**config.mk**
```make
export PLATFORM = sky130hd
export DESIGN_NAME = bitacc_unit
export DESIGN_NICKNAME = d
export VERILOG_FILES = /design/src/rtl/bitacc_pkg.sv /design/src/rtl/bitacc_decode.sv /design/src/rtl/bitacc_bitop.sv /design/src/rtl/bitacc_regfile.sv /design/src/rtl/bitacc_unit.sv
export SDC_FILE = /design/constraint.sdc
export NUM_CORES = 1
export LEC_CHECK = 0
export CORE_MARGIN = 2
export CORE_UTILIZATION = 46
export CTS_CLUSTER_SIZE = 16
export DETAILED_ROUTE_END_ITERATION = 16
export PLACE_DENSITY_LB_ADDON = 0.15
export SKIP_CTS_REPAIR_TIMING = 1
export SLEW_MARGIN = 10
export SYNTH_ARGS = -nofsm -noshare
export SYNTH_HDL_FRONTEND = slang
export SYNTH_SLANG_ARGS = --single-unit
```
**constraint.sdc**
```tcl
create_clock -name clk -period 4.5 [get_ports clk]
set_clock_uncertainty 0.1 [all_clocks]
set_input_delay 0.9 -clock clk [delete_from_list [all_inputs] [get_ports clk]]
set_output_delay 0.9 -clock clk [all_outputs]
set_load 0.01 [all_outputs]
```
**src/rtl/bitacc_pkg.sv**
```systemverilog
package bitacc_pkg;

    localparam int unsigned XLEN    = 32;
    localparam int unsigned NREG    = 16;
    localparam int unsigned RIDX_W  = $clog2(NREG);
    localparam int unsigned POS_W   = $clog2(XLEN);
    localparam int unsigned NFLAGS  = 4;
    localparam logic [7:0]  OPC_BITACC = 8'h47;

    typedef enum logic [1:0] {
        SUB_AND  = 2'd0,
        SUB_OR   = 2'd1,
        SUB_NOR  = 2'd2,
        SUB_ANDN = 2'd3
    } sub_e;

    // Packed from MSB to LSB, matching the instruction word layout.
    typedef struct packed {
        logic [RIDX_W-1:0] rc;
        logic [POS_W-1:0]  pos_b;
        sub_e              sub;
        logic [POS_W-1:0]  pos_a;
        logic [RIDX_W-1:0] rb;
        logic [RIDX_W-1:0] ra;
        logic [7:0]        opc;
    } word_t;

    typedef struct packed {
        logic              illegal;
        logic [NFLAGS-1:0] flags;
    } ctl_t;

endpackage

```
**src/rtl/bitacc_decode.sv**
```systemverilog
module bitacc_decode
    import bitacc_pkg::*;
(
    input  logic              valid_i,
    input  logic [XLEN-1:0]   word_i,
    output logic [RIDX_W-1:0] ra_o,
    output logic [RIDX_W-1:0] rb_o,
    output logic [RIDX_W-1:0] rc_o,
    output logic [POS_W-1:0]  pa_o,
    output logic [POS_W-1:0]  pb_o,
    output sub_e              sub_o,
    output logic              exec_o,
    output logic              illegal_o
);

    word_t w;
    logic  opc_hit;

    always_comb begin
        w         = word_t'(word_i);
        opc_hit   = (w.opc == OPC_BITACC);
        ra_o      = w.ra;
        rb_o      = w.rb;
        rc_o      = w.rc;
        pa_o      = w.pos_a;
        pb_o      = w.pos_b;
        sub_o     = w.sub;
        exec_o    = valid_i & opc_hit;
        illegal_o = valid_i & ~opc_hit;
    end

endmodule

```
**src/rtl/bitacc_bitop.sv**
```systemverilog
module bitacc_bitop
    import bitacc_pkg::*;
#(
    parameter int unsigned W  = XLEN,
    localparam int unsigned PW = $clog2(W)
) (
    input  logic [W-1:0]  a_i,
    input  logic [W-1:0]  b_i,
    input  logic [W-1:0]  c_i,
    input  logic [PW-1:0] pa_i,
    input  logic [PW-1:0] pb_i,
    input  sub_e          sub_i,
    output logic [W-1:0]  c_o
);

    logic bit_a;
    logic bit_b;
    logic inner;

    always_comb begin
        bit_a = a_i[pa_i];
        bit_b = b_i[pb_i];
        unique case (sub_i)
            SUB_AND:  inner = bit_a & bit_b;
            SUB_OR:   inner = bit_a | bit_b;
            SUB_NOR:  inner = ~(bit_a | bit_b);
            SUB_ANDN: inner = bit_a & ~bit_b;
            default:  inner = 1'b0;
        endcase
        c_o = {c_i[W-1:1], c_i[0] & inner};
    end

endmodule

```
**src/rtl/bitacc_regfile.sv**
```systemverilog
module bitacc_regfile #(
    parameter int unsigned NR  = 16,
    parameter int unsigned W   = 32,
    parameter int unsigned NRD = 4,
    localparam int unsigned IW = $clog2(NR)
) (
    input  logic                   clk,
    input  logic                   rst,
    input  logic                   we_i,
    input  logic [IW-1:0]          widx_i,
    input  logic [W-1:0]           wdata_i,
    input  logic [NRD-1:0][IW-1:0] ridx_i,
    output logic [NRD-1:0][W-1:0]  rdata_o
);

    logic [W-1:0] rf_d [NR];
    logic [W-1:0] rf_q [NR];

    always_comb begin
        for (int i = 0; i < NR; i++) begin
            rf_d[i] = rf_q[i];
        end
        if (we_i) begin
            rf_d[widx_i] = wdata_i;
        end
    end

    always_ff @(posedge clk) begin
        if (rst) begin
            for (int i = 0; i < NR; i++) begin
                rf_q[i] <= '0;
            end
        end else begin
            for (int i = 0; i < NR; i++) begin
                rf_q[i] <= rf_d[i];
            end
        end
    end

    for (genvar p = 0; p < NRD; p++) begin : g_rd
        assign rdata_o[p] = rf_q[ridx_i[p]];
    end

endmodule

```
**src/rtl/bitacc_unit.sv**
```systemverilog
module bitacc_unit
    import bitacc_pkg::*;
(
    input  logic              clk,
    input  logic              rst,
    input  logic              load_en,
    input  logic [RIDX_W-1:0] load_idx,
    input  logic [XLEN-1:0]   load_data,
    input  logic              instr_valid,
    input  logic [XLEN-1:0]   instr_word,
    output logic              illegal_o,
    output logic [NFLAGS-1:0] flags_o,
    input  logic [RIDX_W-1:0] dbg_idx,
    output logic [XLEN-1:0]   dbg_data
);

    localparam int unsigned NRD   = 4;
    localparam int unsigned RP_A  = 0;
    localparam int unsigned RP_B  = 1;
    localparam int unsigned RP_C  = 2;
    localparam int unsigned RP_DB = 3;

    logic [RIDX_W-1:0] ra, rb, rc;
    logic [POS_W-1:0]  pa, pb;
    sub_e              sub;
    logic              exec, bad_word;

    logic [NRD-1:0][RIDX_W-1:0] ridx;
    logic [NRD-1:0][XLEN-1:0]   rdata;

    logic [XLEN-1:0]   c_new;
    logic              wr_en;
    logic [RIDX_W-1:0] wr_idx;
    logic [XLEN-1:0]   wr_data;

    ctl_t ctl_d, ctl_q;

    bitacc_decode u_dec (
        .valid_i   (instr_valid),
        .word_i    (instr_word),
        .ra_o      (ra),
        .rb_o      (rb),
        .rc_o      (rc),
        .pa_o      (pa),
        .pb_o      (pb),
        .sub_o     (sub),
        .exec_o    (exec),
        .illegal_o (bad_word)
    );

    always_comb begin
        ridx[RP_A]  = ra;
        ridx[RP_B]  = rb;
        ridx[RP_C]  = rc;
        ridx[RP_DB] = dbg_idx;
    end

    bitacc_regfile #(
        .NR  (NREG),
        .W   (XLEN),
        .NRD (NRD)
    ) u_rf (
        .clk     (clk),
        .rst     (rst),
        .we_i    (wr_en),
        .widx_i  (wr_idx),
        .wdata_i (wr_data),
        .ridx_i  (ridx),
        .rdata_o (rdata)
    );

    bitacc_bitop #(
        .W (XLEN)
    ) u_op (
        .a_i   (rdata[RP_A]),
        .b_i   (rdata[RP_B]),
        .c_i   (rdata[RP_C]),
        .pa_i  (pa),
        .pb_i  (pb),
        .sub_i (sub),
        .c_o   (c_new)
    );

    // A legal instruction owns the write port; a load takes it otherwise.
    always_comb begin
        wr_en   = exec | load_en;
        wr_idx  = exec ? rc    : load_idx;
        wr_data = exec ? c_new : load_data;
    end

    always_comb begin
        ctl_d         = ctl_q;
        ctl_d.illegal = bad_word;
        ctl_d.flags   = ctl_q.flags;
    end

    always_ff @(posedge clk) begin
        if (rst) begin
            ctl_q <= '0;
        end else begin
            ctl_q <= ctl_d;
        end
    end

    assign illegal_o = ctl_q.illegal;
    assign flags_o   = ctl_q.flags;
    assign dbg_data  = rdata[RP_DB];

endmodule

```
-- Yosys cells after proc, flatten, opt, wreduce, memory -nomap -nowiden
Memory sizes are Yosys's and may differ from the RTL's.
Index checks and enable logic that the tools add are counted.
- register bits: 1
- RAM bits: 512
- bits of input ports: 76
- memories kept: 1
- $lt $le $gt $ge: 4
- equal/unequal tests: 4
- mux-type cells: 30
- bitwise gates (word level): 27
- reductions and logical operators: 2
- memory list (name ; depth ; width ; read ports ; clocked after Yosys merged registers in ; write ports ; line ; RTL):
    u_rf.rf_q ; 16 ; 32 ; 20 ; 0 ; 16 ; bitacc_regfile.sv:17 ; logic [W-1:0] rf_q [NR];
- operators by type and width (operator ; count):
    $mux W32 ; 18
    $bwmux W512 ; 1
    $mux W512 ; 1
    $demux W32 S4 ; 1
    $or A1 B1 Y1 ; 18
    $lt A5 B6 Y1 const B ; 2
    $bmux W1 S5 ; 2
    $eq A8 B7 Y1 const B ; 1
    $and A1 B1 Y1 ; 5
    $ge A5 B5 Y1 const B ; 1
    $lt A5 B1 Y1 const B ; 1
    $mux W1 ; 5
    $not A4 Y5 ; 1
    $eq A2 B2 Y1 const B ; 2
    $mux W4 ; 1
    $pmux W1 S4 ; 1
    $not A1 Y1 ; 3
    $eq A2 B1 Y1 const B ; 1
    $logic_not A2 Y1 ; 1
    $logic_and A1 B1 Y1 ; 1

-- Longest topological paths before layout
Gate-level depths: netlist (run 1).
- depth after elaboration: 11
- mapped depth: 17
- gate-level depth less buffers: 10

-- By module
A second synthesis (run 1) with hierarchy kept.
- cells, all modules: 3684
- area, all modules: 36354.9 um^2
- modules (own cells, without submodules) (module ; instances ; cells each ; area each (um^2)):
    bitacc_regfile ; 1 ; 3493 ; 34503.1
    bitacc_bitop ; 1 ; 115 ; 980.9
    bitacc_unit ; 1 ; 48 ; 651.9
    bitacc_decode ; 1 ; 28 ; 219.0

-- Worst setup path after synthesis (run 1)
OpenSTA, ideal clock, no wires.
- path type: in2out
- start point: input port dbg_idx[0]
- end point: output port dbg_data[1]
- arrival time: 3.133 ns
- required time: 3.500 ns
- slack: 0.367 ns
- stages on the path: 5
- cells stage by stage: clkbuf_1 > clkbuf_1 > clkbuf_1 > mux4_2 > mux4_2
- cells in the longest elaborated chain, start to end: 1
- RTL lines (item ; line ; RTL):
    start, declared ; bitacc_unit.sv:13 ; input logic [RIDX_W-1:0] dbg_idx,
    $mem_v2 Z16 W32 ; -- ;
    end, declared ; bitacc_unit.sv:14 ; output logic [XLEN-1:0] dbg_data
Every way passes these cells.

==> impl_results.md, run 1 <==
* Status: finished, final reports clean
* Synth unique cells at 82
* Crit path arrival time at 4.70 ns
* Residual DRC at 0
* Final ANT Viol Nets at 0
* Grt total ovfl at 0
* Sequential fraction of the synthesis area at 29.7%
* Clock Sinks at 513
* Slowest stage cell, crit path: nor2b_1
* Detailed Route Iter0 Violations at 4041
* Vias at 30200
* Ranking of synthesized cells by area: dfxtp_1, mux4_2, a211oi_1
* Max Slew Vio Count at 0
* Die width at 278 µm
* Initial antenna violation count at 4
* Commonest cells post-synth: nor2_1, dfxtp_1, a211oi_1
* #FFs+latches synth at 513
* Unrepaired setup endpoints after global routing: no
* Fill cells at 6345
* Comb power frac at 15.2%
* Synth Flop Type: dfxtp_1
* Post-synth EDFFs at 0
* Syn Std Cell Area at 34500 µm²
* Detailed Route WL at 139000 µm
* DR vias/cell at 7.26
* Largest area contributor in the netlist: dfxtp_1
* FFs w/ async S/R, synth at 0%
* Most common cell in the netlist: nor2_1
* Leakage at 13.3 nW
* Clock Latency Late Sink at 0.65 ns
* Worst path cell trace: buf_2 -> buf_4 -> nor2b_1 -> a22oi_1 -> o22a_1 -> nand3_1 -> o311ai_1 -> nor3_1 -> nor3_1 -> o31ai_1 -> a21oi_2 -> buf_12 -> a211oi_1
* Post-synth top area share at 29.7%
* Crit share post-route at 94.6%
* Max cap viols at 0
* Most common cell on crit path: nor3_1
* Die H at 278 µm
* FMAX at 235 MHz
* Switching Share at 27.6%
* Area of the multi-input gates at 22300 µm²
* PD cells at 303 nW/µm²
* Max-slew headroom at 26.6%
* Storage element area at 10300 µm²
* CTS tree: built
* Pre-Repair DR Iteration Count at 6
* P&R area growth vs syn at 13.7%
* Finished Core Util at 52.8%
* CP Max Fanout at 16
* HPWL Detailed at 93000 µm
* Pin count of the biggest net entering global routing at 103
* Sw Pwr at 3.29 mW
* Core area at 74400 µm²
* Hold WS at 0.442 ns
* DR WL/cell at 33.4 µm
* Count of final setup violators at 0
* Port Buf Inserts at 108
* Critical path capture point type: register
* Critical setup path kind: input pin to register
* Share of layout cells above drive strength 1 at 26.0%
* Int Pwr at 8.61 mW
* Num ports at 113
* Ant diodes at 0
* All-Layer GR Usage at 35.5%
* Yosys warns at 0
* RePlAce Congestion at 1.11
* Max clock buf depth at 3
* H-tree depth at 2
* CTS root buffer: clkbuf_16
* Crit path time final at 4.26 ns
* Critical Path RT at 4.94 ns
* Vias in the first global route at 29000
* TritonCTS Buffers at 60
* Final hold vios at 0
* Placement row count at 100
* CP Launch Type: input pin
* Worst hold-check path type: register to register
* Die area at 77300 µm²
* Clk pwr share at 44.6%
* Syn_area_per_cell at 11.1 µm²
* Worst VDD drop at 0.305 mV
* R2r setup slk at 1.07 ns
* Post-Synthesis Cells at 3113
* Global-route wire length before repair at 205000 µm
* Max incr delay on CP at 0.69 ns
* Final nets at 3221
* Sequential Power Share at 40.2%
* Initial Utilization at 46.4%
* Clock slew at reported path FFs at 0.06 ns
* Slew @ Worst Pin at 1.10 ns
-- metrics by stage --
step | TNS [ns] | setup WS (ns) | instances | power [mW] | instance area [µm²]
after floorplan | 0 | 0.367 | 3116 | 5.99 | 34600
after global routing | 0 | 0.132 | 4160 | 12.2 | 39300
after CTS | 0 | 0.257 | 4160 | 11.9 | 39300
final | 0 | 0.243 | 4160 | 11.9 | 39300
after detailed placement | -5.11 | -0.357 | 4049 | 6.65 | 37200
after global placement | -3.88 | -0.288 | 4049 | 6.62 | 37200
-- worst max-delay path: cells and delay by family --
| family | cells | cell delay (ns) |
|---|---|---|
| AOI/OAI and AO/OA | 6 | 1.49 |
| buffers and inverters | 3 | 0.94 |
| and+or+nand+nor | 4 | 1.33 |
-- state kept, by name (all words and copies together) (netlist names) --
register and count:
u_rf.rf_q 512, illegal_o 1
-- cell usage in the layout (no fill, tap or decap), types with 23 or more instances in the layout --
master and count:
a211oi_1 508, a21oi_1 23, a22oi_1 102, buf_12 43, buf_4 188, clkbuf_16 61
clkdlybuf4s50_1 92, dfxtp_1 513, mux2i_1 290, mux4_1 26, mux4_2 433, nand2_1 45
nand3_1 31, nor2_1 526
-- area by class of cell --
| class | count | area share, % |
|---|---|---|
| Timing Repair Buffer | 336 | 8.46 |
| Clock inverter | 23 | 0.911 |
| Multi-Input combinational cell | 2220 | 56.8 |
| Tap cell | 969 | 3.09 |
| Inverter | 11 | 0.105 |
| Clock buffer | 88 | 4.45 |
| Sequential cell | 513 | 26.1 |
-- path summary, 6_finish.rpt --
kind,from,end,cells after the start
setup / recovery,instr_word[13],u_rf.rf_q[14][0]$_SDFFE_PP0P_,13
hold / removal,u_rf.rf_q[1][30]$_SDFFE_PP0P_,u_rf.rf_q[1][30]$_SDFFE_PP0P_,2
setup reg to reg,u_rf.rf_q[7][13]$_SDFFE_PP0P_,u_rf.rf_q[14][0]$_SDFFE_PP0P_,11
hold reg to reg,u_rf.rf_q[1][30]$_SDFFE_PP0P_,u_rf.rf_q[1][30]$_SDFFE_PP0P_,2
-- power groups by stage --
stage	registers (mW)	clock network (mW)	logic (mW)
detailed placement	4.88	0	1.77
global route	4.79	5.52	1.88
floorplan	4.82	0	1.17
global placement	4.87	0	1.75
finish	4.79	5.30	1.81
CTS	4.78	5.33	1.78
-- metal layers --
metal,global-route usage [%],up-vias,wire (µm)
li1,-,12500,-
met1,47.0,15200,53700
met2,55.2,2085,63300
met3,7.42,440,13900
met4,17.8,6,7880
met5,0,-,33
-- cells by family after synthesis --
kind of cell    after synthesis  share of synthesized area [%]
buf+inv                     383                           6.18
flops                       513                           29.7
other cells                   1                         0.0109
simple gates                737                           9.31
mux                         757                           38.9
fa+ha+maj                     3                          0.109
compound gates              719                           15.7
No activity file was read; power rests on OpenSTA's default activity.
==> run 2, diff against run 1 <==
CTS_CLUSTER_SIZE = 14   (was 16)
==> results of run 2 <==
The final DEF is identical to that of run 1; final timing and power are the same.
